===== src/rtl/irqv_pkg.sv =====
package irqv_pkg;
  localparam int OPC_W  = 8;
  localparam int SLOT_W = 3;

  typedef enum logic [0:0] {
    ST_IDLE  = 1'b0,
    ST_FETCH = 1'b1
  } irqv_state_e;
endpackage


===== src/rtl/irqv_resolver.sv =====
module irqv_resolver #(
  parameter int NUM_FIXED = 3,
  localparam int IDX_W = (NUM_FIXED > 1) ? $clog2(NUM_FIXED) : 1
) (
  input  logic                 trap_req,
  input  logic [NUM_FIXED-1:0] fixed_req,
  input  logic                 gen_req,
  input  logic                 gie,
  input  logic [NUM_FIXED-1:0] mask,
  output logic                 win_trap,
  output logic                 win_fixed,
  output logic                 win_gen,
  output logic [IDX_W-1:0]     win_idx
);
  logic [NUM_FIXED-1:0] eligible;
  logic                 any_fixed;

  for (genvar i = 0; i < NUM_FIXED; i++) begin : g_gate
    assign eligible[i] = fixed_req[i] & ~mask[i] & gie;
  end

  // Higher index overrides lower index
  always_comb begin
    win_idx = '0;
    for (int i = 0; i < NUM_FIXED; i++) begin
      if (eligible[i]) win_idx = IDX_W'(i);
    end
  end

  assign any_fixed = |eligible;
  assign win_trap  = trap_req;
  assign win_fixed = ~trap_req & any_fixed;
  assign win_gen   = ~trap_req & ~any_fixed & gen_req & gie;
endmodule


===== src/rtl/irqv_enables.sv =====
module irqv_enables #(
  parameter int NUM_FIXED = 3
) (
  input  logic                 clk,
  input  logic                 rst,
  input  logic                 cmd_enable,
  input  logic                 cmd_disable,
  input  logic                 auto_clr,
  input  logic                 cmd_mask_wr,
  input  logic [NUM_FIXED-1:0] mask_data,
  output logic                 gie,
  output logic [NUM_FIXED-1:0] mask
);
  always_ff @(posedge clk) begin
    if (rst) begin
      gie  <= 1'b0;
      mask <= '1;
    end else begin
      if (auto_clr || cmd_disable) gie <= 1'b0;
      else if (cmd_enable)         gie <= 1'b1;
      if (cmd_mask_wr)             mask <= mask_data;
    end
  end
endmodule


===== src/rtl/irqv_opdecode.sv =====
module irqv_opdecode
  import irqv_pkg::*;
#(
  parameter int ADDR_W       = 16,
  parameter int RESTART_STEP = 8
) (
  input  logic [OPC_W-1:0]  opcode,
  output logic              is_restart,
  output logic [ADDR_W-1:0] target
);
  logic [SLOT_W-1:0] slot;

  assign slot       = opcode[5:3];
  assign is_restart = (opcode[7:6] == 2'b11) && (opcode[2:0] == 3'b111);
  assign target     = ADDR_W'(slot) * ADDR_W'(RESTART_STEP);
endmodule


===== src/rtl/irq_vector_ctrl.sv =====
module irq_vector_ctrl
  import irqv_pkg::*;
#(
  parameter int ADDR_W       = 16,
  parameter int NUM_FIXED    = 3,
  parameter int TRAP_VEC     = 'h24,
  parameter int FIXED_BASE   = 'h2C,
  parameter int FIXED_STEP   = 8,
  parameter int RESTART_STEP = 8
) (
  input  logic                 clk,
  input  logic                 rst,
  input  logic                 insn_done,
  input  logic                 trap_req,
  input  logic [NUM_FIXED-1:0] fixed_req,
  input  logic                 gen_req,
  input  logic                 cmd_enable,
  input  logic                 cmd_disable,
  input  logic                 cmd_mask_wr,
  input  logic [NUM_FIXED-1:0] mask_data,
  input  logic [7:0]           bus_data,
  input  logic                 bus_valid,
  output logic                 irq_ack,
  output logic                 push_pc,
  output logic [ADDR_W-1:0]    vec_addr,
  output logic                 opcode_fetch,
  output logic                 bad_opcode
);
  localparam int IDX_W = (NUM_FIXED > 1) ? $clog2(NUM_FIXED) : 1;

  irqv_state_e          state_q;
  logic                 busy;
  logic                 gie;
  logic [NUM_FIXED-1:0] mask;
  logic                 win_trap, win_fixed, win_gen;
  logic [IDX_W-1:0]     win_idx;
  logic                 auto_clr;
  logic                 is_restart;
  logic [ADDR_W-1:0]    restart_tgt;
  logic [ADDR_W-1:0]    fixed_vec [NUM_FIXED];

  for (genvar i = 0; i < NUM_FIXED; i++) begin : g_vec
    assign fixed_vec[i] = ADDR_W'(FIXED_BASE + i * FIXED_STEP);
  end

  assign busy     = (state_q == ST_FETCH);
  assign auto_clr = ~busy & insn_done & (win_fixed | win_gen);

  irqv_resolver #(.NUM_FIXED(NUM_FIXED)) u_res (
    .trap_req (trap_req),
    .fixed_req(fixed_req),
    .gen_req  (gen_req),
    .gie      (gie),
    .mask     (mask),
    .win_trap (win_trap),
    .win_fixed(win_fixed),
    .win_gen  (win_gen),
    .win_idx  (win_idx)
  );

  irqv_enables #(.NUM_FIXED(NUM_FIXED)) u_en (
    .clk        (clk),
    .rst        (rst),
    .cmd_enable (cmd_enable),
    .cmd_disable(cmd_disable),
    .auto_clr   (auto_clr),
    .cmd_mask_wr(cmd_mask_wr),
    .mask_data  (mask_data),
    .gie        (gie),
    .mask       (mask)
  );

  irqv_opdecode #(.ADDR_W(ADDR_W), .RESTART_STEP(RESTART_STEP)) u_dec (
    .opcode    (bus_data),
    .is_restart(is_restart),
    .target    (restart_tgt)
  );

  always_ff @(posedge clk) begin
    if (rst) begin
      state_q      <= ST_IDLE;
      irq_ack      <= 1'b0;
      push_pc      <= 1'b0;
      opcode_fetch <= 1'b0;
      bad_opcode   <= 1'b0;
      vec_addr     <= '0;
    end else begin
      irq_ack      <= 1'b0;
      push_pc      <= 1'b0;
      opcode_fetch <= 1'b0;
      bad_opcode   <= 1'b0;
      case (state_q)
        ST_IDLE: begin
          if (insn_done) begin
            if (win_trap) begin
              irq_ack  <= 1'b1;
              push_pc  <= 1'b1;
              vec_addr <= ADDR_W'(TRAP_VEC);
            end else if (win_fixed) begin
              irq_ack  <= 1'b1;
              push_pc  <= 1'b1;
              vec_addr <= fixed_vec[win_idx];
            end else if (win_gen) begin
              opcode_fetch <= 1'b1;
              state_q      <= ST_FETCH;
            end
          end
        end
        ST_FETCH: begin
          if (bus_valid) begin
            state_q <= ST_IDLE;
            if (is_restart) begin
              irq_ack  <= 1'b1;
              push_pc  <= 1'b1;
              vec_addr <= restart_tgt;
            end else begin
              bad_opcode <= 1'b1;
            end
          end
        end
        default: state_q <= ST_IDLE;
      endcase
    end
  end
endmodule


===== config.mk =====
export PLATFORM = sky130hd
export DESIGN_NAME = irq_vector_ctrl
export DESIGN_NICKNAME = d
export VERILOG_FILES = /design/src/rtl/irqv_pkg.sv /design/src/rtl/irqv_resolver.sv /design/src/rtl/irqv_enables.sv /design/src/rtl/irqv_opdecode.sv /design/src/rtl/irq_vector_ctrl.sv
export SDC_FILE = /design/constraint.sdc
export NUM_CORES = 1
export LEC_CHECK = 0
export ABC_AREA = 1
export ABC_CLOCK_PERIOD_IN_PS = 2100
export BUFFER_PORTS_ARGS = -buffer_cell sky130_fd_sc_hd__buf_2
export CAP_MARGIN = 20
export CORE_UTILIZATION = 43
export DETAILED_ROUTE_END_ITERATION = 8
export HOLD_SLACK_MARGIN = 0.15
export PLACE_DENSITY = 0.84
export SYNTH_ARGS = -nofsm -noshare
export SYNTH_HDL_FRONTEND = slang
export SYNTH_SLANG_ARGS = --single-unit

===== constraint.sdc =====
create_clock -name clk -period 2.1 [get_ports clk]
set_input_delay 0.42 -clock clk [delete_from_list [all_inputs] [get_ports clk]]
set_output_delay 0.42 -clock clk [all_outputs]
set_load 0.02 [all_outputs]

* After elaboration in Yosys (flattened, before gate mapping)
Cells that the tools add are included.
** Storage, ports and cells
- Bits in registers :: 24
- Bits of input ports :: 23
- Output and inout port bits :: 20
- Word-level logic and storage cells :: 66
** Cells by class
- $lt $le $gt $ge :: 1
- Eq/ne operators :: 6
- Mux-type cells :: 24
- Bitwise logic cells :: 21
- Reduce and logical (&&, ||, !) cells :: 7
** Operators with widths (number)
- 16-bit two-way mux :: 7
- 16-bit binary-select mux with 2-bit select :: 1
- 16-bit case mux with 2 select lines :: 1
- 1-bit bitwise AND :: 12
- 1-bit two-way mux :: 12
- 1-bit NOT :: 7
- 3-bit OR reduction :: 2
- 2-bit != test (second input constant) :: 2
- 1-bit case mux with 2 select lines :: 2
- 4-bit AND reduction :: 1
- 2-bit OR reduction :: 2
- 3-bit == test (second input constant) :: 1
- 3-bit greater-or-equal comparator (second input constant) :: 1
- 3-bit != test (second input constant) :: 1
- 2-bit NOT with 3-bit output :: 1
- 2-bit == test (second input constant) :: 1
- 2-bit two-way mux :: 1
- 2-bit by 1-bit != test with 1-bit output (second input constant) :: 1
- 1-bit logical AND :: 1
- 1-bit logical OR :: 1
- 1-bit OR :: 1

* Longest topological paths before layout
- Word-level depth :: 13
- Depth in mapped cells :: 8
- Depth with buffers taken out :: 8

* Modules after synthesis
A second synthesis with hierarchy kept.
** Second synthesis, totals
- Cells, all modules :: 182
- Area total of the unflattened synthesis :: 1263.7 sq um
** By module, submodules not included
- irq_vector_ctrl :: instances 1, cells each 128, area each 920.9 sq um, sequential area each 400.4 sq um
- irqv_enables :: instances 1, cells each 19, area each 140.1 sq um, sequential area each 80.1 sq um
- irqv_opdecode :: instances 1, cells each 20, area each 136.4 sq um, sequential area each 0.0 sq um
- irqv_resolver :: instances 1, cells each 15, area each 66.3 sq um, sequential area each 0.0 sq um

* Worst setup path after synthesis
No wires, ideal clock.
- Path type :: in2reg
- From :: in bus_data[0]
- To :: reg vec_addr[5]
- Library setup time :: 110 ps
- Data arrival time :: 1052 ps
- Required time :: 1990 ps
- Slack :: 938 ps
- Stages :: 5
- Path buffers :: 0
- Cells stage by stage :: and3_1 > nand4_4 > or2_0 > nand3_1 > inv_1
** On the way
- Cells in the longest elaborated chain, start to end :: 4
** RTL lines
- start: declaration :: line irq_vector_ctrl.sv:21 : input logic [7:0] bus_data,
- 3-bit == test :: line irqv_opdecode.sv:14 : assign is_restart = (opcode[7:6] == 2'b11) && (opcode[2:0] == 3'b111);
- 1-bit logical AND :: line irqv_opdecode.sv:14
- 2-bit by 1-bit != test with 1-bit output (no line)
- 4-bit AND reduction (no line)
- end signal: assignment :: line irq_vector_ctrl.sv:98 : vec_addr <= ADDR_W'(TRAP_VEC);
- end signal: assignment :: line irq_vector_ctrl.sv:102 : vec_addr <= fixed_vec[win_idx];
- end signal: assignment :: line irq_vector_ctrl.sv:115 : vec_addr <= restart_tgt;
- end: declaration :: line irq_vector_ctrl.sv:25 : output logic [ADDR_W-1:0] vec_addr,
Every way passes these cells.
A chain may end at the register's enable or synchronous reset.

* Worst setup path after layout
- From :: reg u_en.gie
- To :: reg vec_addr[4]
** On the way
- Cells in the longest elaborated chain, start to end :: 11
- Elaborated cells on any way between the ends :: 17
- Those cells by class :: eq/ne (1); mux (9); bitwise (5); reduce/logical (2)
** RTL lines
- start: declaration :: line irqv_enables.sv:11 : output logic gie,
- start signal: assignment :: line irqv_enables.sv:16 : gie <= 1'b0;
- start signal: assignment :: line irqv_enables.sv:19 : if (auto_clr || cmd_disable) gie <= 1'b0;
- start signal: assignment :: line irqv_enables.sv:20 : else if (cmd_enable) gie <= 1'b1;
- 1-bit bitwise AND :: line irqv_resolver.sv:19 : assign eligible[i] = fixed_req[i] & ~mask[i] & gie;
- 1-bit two-way mux :: line irqv_resolver.sv:26 : if (eligible[i]) win_idx = IDX_W'(i);
- 2-bit two-way mux :: line irqv_resolver.sv:26
- 2-bit NOT with 3-bit output (implied by the code) :: line irq_vector_ctrl.sv:102
- 16-bit binary-select mux with 2-bit select :: line irq_vector_ctrl.sv:102
- 16-bit two-way mux (implied by the code) (2 in a row) :: line irq_vector_ctrl.sv:102
- 16-bit two-way mux :: line irq_vector_ctrl.sv:99 : end else if (win_fixed) begin
- 16-bit two-way mux :: line irq_vector_ctrl.sv:95 : if (win_trap) begin
- 16-bit two-way mux :: line irq_vector_ctrl.sv:94 : if (insn_done) begin
- 16-bit case mux with 2 select lines :: line irq_vector_ctrl.sv:92 : case (state_q)
Several ways; a longest one is shown, not always the timed one. The select of a mux whose other input is x is not followed.

==> flow_metrics.py <==
metrics = {
    "run_status": {
        "status": "completed",
    },
    "timing": {
        "whs_ns": 0.3676,
        "setup_viol": 0,
        "min_period_over_period": 0.5798,
        "fmax_mhz": 821.3,
        "grt_setup_unrepaired": "no",
        "finalCriticalPeriod_ns": 1.218,
        "clock_skew_ns": 0.004235,
        "slew_violations": 0,
        "finalHoldViolations": 0,
        "finalSetupTns_ns": 0,
    },
    "final_layout": {
        "final_cell_mix": "buf_2, conb_1, dfxtp_1",
        "fillers": 139,
        "num_antenna_cells": 0,
        "final_area_um2": 794.5,
        "layout-drive-gt1-share": 0.3694,
        "final_nets": 136,
        "areaGrowthSynthToFinish_pct": 19.81,
        "fin_util": 0.5815,
        "multi_input_area_um2": 329.1,
        "mostFrequentLayoutCell": "buf_2",
        "regArea_um2": 240.2,
    },
    "grt": {
        "grt_pass1_vias": 439,
        "grt_usage": 0.1641,
        "antenna_found_initial": 0,
        "grt_max_degree": 10,
        "grt_pass1_wl_um": 1718,
        "grt-ovfl-total": 0,
    },
    "synth": {
        "yosys_warnings": 0,
        "synth_area_leaders": "dfxtp_1, buf_4, nand4_4",
        "ys_types": 24,
        "syn_area_per_cell_um2": 8.187,
        "ys_ff_latch": 12,
        "syn-instance-count": 81,
        "syn_area_um2": 663.1,
        "ys_seq_area_frac": 0.3623,
        "synth_top_area_cell": "dfxtp_1",
        "synth_top_area_frac": 0.3623,
    },
    "routing": {
        "drt-met1-wl_um": 550,
        "drt_wl_total_um": 1258,
        "drc_errors": 0,
        "wire_per_inst_um": 9.984,
        "dr_total_vias": 594,
        "firstDrtPassIters": 4,
        "post_drt_via_cell_ratio": 4.714,
        "drtIter0Drc": 9,
        "routed.top_layer": "met4",
        "ant_nets": 0,
        "wl_met3_um": 71,
        "route.met2.wl_um": 616,
    },
    "power_and_ir_drop": {
        "power_density_nw_per_um2": 601.8,
        "power_uw": 478.1,
        "cellLeakagePower_nw": 0.4384,
        "vdd_ir_drop_max_mv": 0.3164,
    },
    "setup_path": {
        "worstPathCellList": "nand3_2 -> nand4_4 -> nand2_4 -> nand2_4 -> nand2_1 -> nand2_1 -> nor2_1",
        "r2r_cells": 7,
        "crit_required_ns": 2.26,
        "setup.worst_path.class": "register to register",
        "crit_path_max_fanout": 7,
        "end_kind": "register",
        "worst_ep_arrival_time_ns": 1.38,
        "crit_slowest_cell": "dfxtp_1",
        "slowest_delay_ns": 0.47,
        "cp-start-kind": "register",
    },
    "clocking": {
        "post-cts-setup-buffer-count": 0,
        "root_buffer": "clkbuf_4",
        "clock_latency_ns": 0.26,
        "htree_levels": 1,
        "hold_buffers": 0,
        "post_cts_resized": 0,
        "clock-sinks": 12,
        "cts.clk_slew.worst_paths_ns": 0.07,
        "cts_buffers": 3,
        "cts_tree": "yes",
        "cts_buffer_depth": 2,
    },
    "placed_design": {
        "place_hpwl_um": 1037,
        "place_area_um2": 772.0,
        "globalplace.congestion": 0.8365,
        "port_buffers": 30,
    },
    "die": {
        "chipHeight_um": 41.27,
        "rows": 13,
        "fp.coreArea_um2": 1366,
        "dieArea_um2": 1703,
        "initial_utilization": 0.4853,
        "ios": 43,
        "die_x_um": 41.27,
    },
    "flow_run": {
        "max-cap-violations": 0,
    },
    "min_path": {
        "hold_depth": 3,
        "hold_class": "input pin to register",
    },
}
==> cell type report <==
cell class | instances | area share
Clock buffer | 3 | 0.02835
Inverter | 9 | 0.04252
Multi-Input combinational cell | 57 | 0.4142
Sequential cell | 12 | 0.3024
Tap cell | 15 | 0.02362
Timing Repair Buffer | 30 | 0.1890
==> state kept, by name (all words and copies together) (netlist names) <==
register      cells
push_pc           1
u_en.mask         3
busy              1
vec_addr          4
u_en.gie          1
bad_opcode        1
opcode_fetch      1
==> logic make-up after synthesis <==
kind of cell / Yosys count / share of synthesized area
compound gates: 14 / 0.1264
other cells: 1 / 0.005655
buf+inv: 23 / 0.2038
simple gates: 31 / 0.3019
flops: 12 / 0.3623
==> critical path, delay by kind of cell, from the launching register on <==
kind / cells / cell delay [ns]
simple gates: 7 / 0.64
flops: 1 / 0.47
==> report_power, final <==
| group | switching, mW | total, mW | internal, mW | leakage [nW] |
|---|---|---|---|---|
| registers | 0.00572 | 0.245 | 0.239 | 0.0987 |
| clock network | 0.0689 | 0.135 | 0.0661 | 0.0138 |
| logic | 0.0640 | 0.0982 | 0.0341 | 0.326 |
==> through the flow <==
stage | setup WS, ns | cells
2_1_floorplan | 0.9379 | 92
3_3_place_gp | 0.8398 | 123
3_5_place_dp | 0.8044 | 123
4_1_cts | 0.8942 | 126
5_1_grt | 0.7883 | 126
6_report | 0.8824 | 126
==> routing by layer <==
| layer | track usage | vias up |
|---|---|---|
| met5 | 0 | - |
| li1 | - | 307 |
| met4 | 0.1452 | 0 |
| met3 | 0.01630 | 2 |
| met1 | 0.1948 | 261 |
| met2 | 0.2578 | 24 |
==> synth_stat cells <==
cell and instances:
inv_2 1, dfxtp_1 12, a22oi_1 1, clkbuf_1 1, a31oi_1 1, inv_1 8
a21oi_1 5, nor2_1 8, o21ai_0 4, nand3b_1 1, nand4_1 3, o32ai_1 1
or2_0 1, nand2_2 1, nand2_1 8, nand3_2 2, conb_1 1, a311oi_1 1
nand2_4 2, and3_1 1, a21boi_0 1, nand4_4 2, buf_4 13, nand3_1 2
==> worst paths after layout <==
kind	start	to	slack, ns
worst max-delay path	u_en.gie	vec_addr[4]	0.88
worst min-delay path	mask_data[0]	u_en.mask[0]	0.37
worst max register to register	u_en.gie	vec_addr[4]	0.88
worst min register to register	vec_addr[2]	vec_addr[2]	0.46
(Power assumes the default switching activity.)
